`config.mk`:
```
export PLATFORM = sky130hd
export DESIGN_NAME = dual_lane_sipo_driver
export DESIGN_NICKNAME = d
export VERILOG_FILES = /design/src/rtl/sipo_drv_pkg.sv /design/src/rtl/sipo_lane.sv /design/src/rtl/sipo_latch_bank.sv /design/src/rtl/sipo_blank_stage.sv /design/src/rtl/dual_lane_sipo_driver.sv
export SDC_FILE = /design/constraint.sdc
export NUM_CORES = 1
export LEC_CHECK = 0
export BUFFER_PORTS_ARGS = -buffer_cell sky130_fd_sc_hd__buf_4
export CORE_ASPECT_RATIO = 1.4
export CORE_MARGIN = 10
export CORE_UTILIZATION = 30
export DETAILED_ROUTE_END_ITERATION = 12
export HOLD_SLACK_MARGIN = 0.05
export PLACE_DENSITY = 0.45
export SLEW_MARGIN = 30
export SYNTH_ARGS = -nofsm -noshare
export SYNTH_HDL_FRONTEND = slang
export SYNTH_SLANG_ARGS = --single-unit
```
`constraint.sdc`:
```
create_clock -name clk -period 1.1 [get_ports clk]
set_input_delay 0.055 -clock clk [delete_from_list [all_inputs] [get_ports clk]]
set_output_delay 0.055 -clock clk [all_outputs]
set_load 0.005 [all_outputs]
```
`src/rtl/sipo_drv_pkg.sv`:
```
package sipo_drv_pkg;

  typedef enum logic {
    SHIFT_REV = 1'b0,
    SHIFT_FWD = 1'b1
  } shift_dir_e;

  // Flat channel index of a stage inside a lane.
  function automatic int chan_index(input int lane, input int stage, input int lane_w);
    return lane * lane_w + stage;
  endfunction

endpackage

```
`src/rtl/sipo_lane.sv`:
```
module sipo_lane
  import sipo_drv_pkg::*;
#(
  parameter int LANE_W = 32
) (
  input  logic              clk,
  input  logic              rst,
  input  shift_dir_e        dir,
  input  logic              side_a_in,
  input  logic              side_b_in,
  output logic [LANE_W-1:0] stage_q,
  output logic [LANE_W-1:0] stage_d,
  output logic              side_a_out,
  output logic              side_b_out,
  output logic              side_a_oe,
  output logic              side_b_oe
);

  localparam int LAST = LANE_W - 1;

  // Next lane content for one edge in the chosen direction.
  function automatic logic [LANE_W-1:0] advance(
    input logic [LANE_W-1:0] cur,
    input shift_dir_e        d,
    input logic              a_bit,
    input logic              b_bit
  );
    logic [LANE_W-1:0] nxt;
    if (d == SHIFT_FWD) begin
      nxt = {cur[LAST-1:0], a_bit};
    end else begin
      nxt = {b_bit, cur[LAST:1]};
    end
    return nxt;
  endfunction

  assign stage_d = advance(stage_q, dir, side_a_in, side_b_in);

  always_ff @(posedge clk) begin
    if (rst) begin
      stage_q <= '0;
    end else begin
      stage_q <= stage_d;
    end
  end

  // Both ends are always visible; the enables pick the driving pin.
  assign side_a_out = stage_q[0];
  assign side_b_out = stage_q[LAST];
  assign side_b_oe  = (dir == SHIFT_FWD);
  assign side_a_oe  = (dir == SHIFT_REV);

endmodule

```
`src/rtl/sipo_latch_bank.sv`:
```
module sipo_latch_bank #(
  parameter int NCH = 64
) (
  input  logic           clk,
  input  logic           rst,
  input  logic           open_en,
  input  logic [NCH-1:0] shift_q,
  input  logic [NCH-1:0] shift_d,
  output logic [NCH-1:0] latched
);

  logic [NCH-1:0] held_q;

  // Capture what the lanes load on an edge while open, so the held value
  // equals the lane content seen just before the enable drops.
  always_ff @(posedge clk) begin
    if (rst) begin
      held_q <= '0;
    end else if (open_en) begin
      held_q <= shift_d;
    end
  end

  assign latched = open_en ? shift_q : held_q;

endmodule

```
`src/rtl/sipo_blank_stage.sv`:
```
module sipo_blank_stage #(
  parameter int NCH = 64
) (
  input  logic           blank_n,
  input  logic [NCH-1:0] latched,
  output logic [NCH-1:0] chan_on
);

  function automatic logic [NCH-1:0] on_map(input logic bl_n, input logic [NCH-1:0] bits);
    return bl_n ? ~bits : {NCH{1'b1}};
  endfunction

  assign chan_on = on_map(blank_n, latched);

endmodule

```
`src/rtl/dual_lane_sipo_driver.sv`:
```
module dual_lane_sipo_driver
  import sipo_drv_pkg::*;
#(
  parameter int LANE_W = 32,
  parameter int NLANE  = 2
) (
  input  logic                      clk,
  input  logic                      rst,
  input  logic                      shift_fwd,
  input  logic                      latch_en,
  input  logic                      blank_n,
  input  logic [NLANE-1:0]          pa_in,
  input  logic [NLANE-1:0]          pb_in,
  output logic [NLANE-1:0]          pa_out,
  output logic [NLANE-1:0]          pb_out,
  output logic [NLANE-1:0]          pa_oe,
  output logic [NLANE-1:0]          pb_oe,
  output logic [NLANE*LANE_W-1:0]   chan_on
);

  localparam int NCH = NLANE * LANE_W;

  shift_dir_e     dir_sel;
  logic [NCH-1:0] sr_bits;
  logic [NCH-1:0] sr_next;
  logic [NCH-1:0] latch_bits;

  assign dir_sel = shift_fwd ? SHIFT_FWD : SHIFT_REV;

  for (genvar g = 0; g < NLANE; g++) begin : g_lane
    localparam int BASE = chan_index(g, 0, LANE_W);
    sipo_lane #(.LANE_W(LANE_W)) u_lane (
      .clk        (clk),
      .rst        (rst),
      .dir        (dir_sel),
      .side_a_in  (pa_in[g]),
      .side_b_in  (pb_in[g]),
      .stage_q    (sr_bits[BASE +: LANE_W]),
      .stage_d    (sr_next[BASE +: LANE_W]),
      .side_a_out (pa_out[g]),
      .side_b_out (pb_out[g]),
      .side_a_oe  (pa_oe[g]),
      .side_b_oe  (pb_oe[g])
    );
  end

  sipo_latch_bank #(.NCH(NCH)) u_latch (
    .clk     (clk),
    .rst     (rst),
    .open_en (latch_en),
    .shift_q (sr_bits),
    .shift_d (sr_next),
    .latched (latch_bits)
  );

  sipo_blank_stage #(.NCH(NCH)) u_blank (
    .blank_n (blank_n),
    .latched (latch_bits),
    .chan_on (chan_on)
  );

endmodule

```
==> flow_summary.toml <==
[critical_path]
path_buf_inv = 1
crit_family = "flip-flops"
reg2reg_to = "u_latch.held_q[44]$_SDFFE_PP0P_"
path_class = "reg -> out"
r2r_start = "g_lane[1].u_lane.stage_q[13]$_SDFF_PP0_"
reg2reg_slack_ps = 60
cpMaxStageDelayCell = "dfxtp_2"
crit_fanout = 2
cp.required_ps = 1040
startpoint_type = "flop"
arrival_ps = 1180
crit_start = "u_latch.held_q[59]$_SDFFE_PP0P_"
cp_slowest_stage_delay_ps = 320
end_kind = "primary output"
worst-r2r-cell-count = 4
path_cells = "mux2_4, nand2_2, buf_6"

[detailed_routing]
ant_nets = 0
first_pass_iters = 6
post_drt_via_cell_ratio = 4.57
drc = 0
finalWirelength_mm = 14.4
post_drt_wl_per_cell_microns = 14.9
num_vias = 4418
dr.first_iter.drc_count = 205

[clock_network]
clk_path_buf_depth = 2
cts_tree = "built"
h-tree-depth = 4
path_clk_slew_ps = 60
cts_num_sinks = 128
cts_root_buf = "clkbuf_16"
cts_buffers = 17
clock_latency_ps = 410

[synth]
ys_types = 16
ys_warn_count = 0
syn_nets = 579
ys_ff_latch = 128
synth-seq-area-share_pct = 43.9
postSynthCellCount = 570
synth.avg_cell_area_sq_um = 10.2
syn_area_sq_um = 5840

[die]
die_w_microns = 138
dieArea_sq_um = 25500
row_count = 60
start_util_pct = 30.5
core_sq_um = 19100
pin_count = 81
die_h_microns = 185

[global_route]
grt_pass1_vias = 4734
globalRouteOverflowTotal = 0
grt_antenna_before_repair = 0
grt_max_degree = 66
grtUsageTotal_pct = 11.8
grt_pass1_wl_mm = 24.1

[timing]
timing.final.ws_setup_ps = -137
finalHoldViolations = 0
hold_ws_ps = 107
finClkSkew_ps = 6.24
fmax_mhz = 809
slew_viol_final = 0
period_minus_slack_ps = 1240
setup_viol = 64
tightest_slew_ps = 366
rsz0062_at_grt = "true"
relSlewSlack_pct = 75.6
period_share_pct = 112

[placed_design]
port_buffers = 80
place_area_sq_um = 6630
gp_congestion = 0.733
place_ws_ps = 0.962
dp_hpwl_mm = 8.78

[outcome]
outcome = "finished, violations left"
violations = "setup timing"

[cells_and_area]
fin_util_pct = 43.6
diodes = 0
finalNetCount = 715
syn_to_final_growth_pct = 43.1
finalInstanceArea_sq_um = 8350
final_common_cell = "nor2_1"
final_cell_mix = "128 x nor2_1, 119 x buf_4, 99 x dfxtp_2, 64 x mux2i_1, 59 x a211oi_2"
drive_gt1_share_pct = 61.5

[power_and_ir_drop]
netSwitchingFraction_pct = 22.9
p_per_area_nw_per_um2 = 1440
intPower_uw = 9260
clock_power_share_pct = 50.2
seq_power_share_pct = 40.4
ir_worst_vdd_v = 0.000798
cellLeakagePower_uw = 0.00359
switchingPower_uw = 2740
combPwrFrac_pct = 9.4
p_total_uw = 12000

[flow_run]
maxCapViolations = 0

[hold_path]
hold_start = "latch_en"
hold_class = "in -> reg"
min_to = "u_latch.held_q[11]$_SDFFE_PP0P_"
worstHoldPathCells = 3
[per-layer routing]
layer / part of all wire [%] / wire (microns) / global-route usage [%] / vias up
met5: 0 / 0 / 0 / -
met4: 1.3 / 189 / 4.14 / 0
met3: 5.4 / 773 / 3.69 / 18
met2: 47 / 6790 / 18.5 / 78
met1: 46 / 6680 / 14.7 / 2107
li1: - / - / - / 2215
[sequential cells by signal, summed over array words and instances (netlist names)]
signal,count
u_latch.held_q,64
g_lane.u_lane.stage_q,64
[worst min-delay path, stage by stage]
cell and delay (ps):
buf_6 170, buf_4 180, a211oi_2 60
[power by group through the flow]
stage	logic, uW	clock network, uW	registers (uW)
after floorplan	740	0	4910
after global placement	973	0	4930
after detailed placement	985	0	4930
after CTS	1140	6200	4840
after global routing	1240	6430	4860
final	1130	6020	4850
[timing repair]
item	in CTS	in global routing
resized for setup	174	44
setup buffers	66	2
endpoints found under the setup margin	64	64
hold buffers	4	0
hold endpoints to repair	8	0
[cell usage after synthesis]
library cell  count  area [sq um]
mux2i_1          64           641
buf_6             2          22.5
buf_2            15          75.1
clkbuf_1         11          41.3
mux2_1           54           608
nand2_1          64           240
a211oi_2         59           738
nor2_1          128           480
bufbuf_8          1          18.8
buf_1             5          18.8
buf_4            18           135
a211oi_1          5          37.5
mux2_2           10           113
inv_1             1          3.75
dfxtp_1         128          2560
buf_12            5           100
[stage by stage]
stage	instances	TNS, ps
6_report	967	-7390
5_1_grt	967	-11070
4_1_cts	965	-9360
3_5_place_dp	863	0
3_3_place_gp	863	0
2_1_floorplan	570	0
[worst max-delay path by stage]
stage                                            endpoint  slack [ps]  cells after the start
final                                         chan_on[59]        -140                      3
after global placement                        chan_on[28]           4                      5
after global routing                           chan_on[5]        -200                      3
after detailed placement                      chan_on[28]           1                      5
after CTS                                     chan_on[59]        -160                      3
after floorplan           u_latch.held_q[32]$_SDFFE_PP0P_         260                      4
[cell families after synthesis]
group,after synthesis,share of synthesized area [%]
compound gates,64,13.3
buf+inv,58,7.12
flops,128,43.9
mux,128,23.3
simple gates,192,12.3
[cell type report]
class	count	area, sq um
multi-input combinational	384	3120
clock inverter	13	185
fill	1868	10800
clock buffer	19	453
timing repair buffer	174	1600
sequential	128	2690
tap	248	310
inverter	1	3.75
No activity file was read; power rests on OpenSTA's default activity.
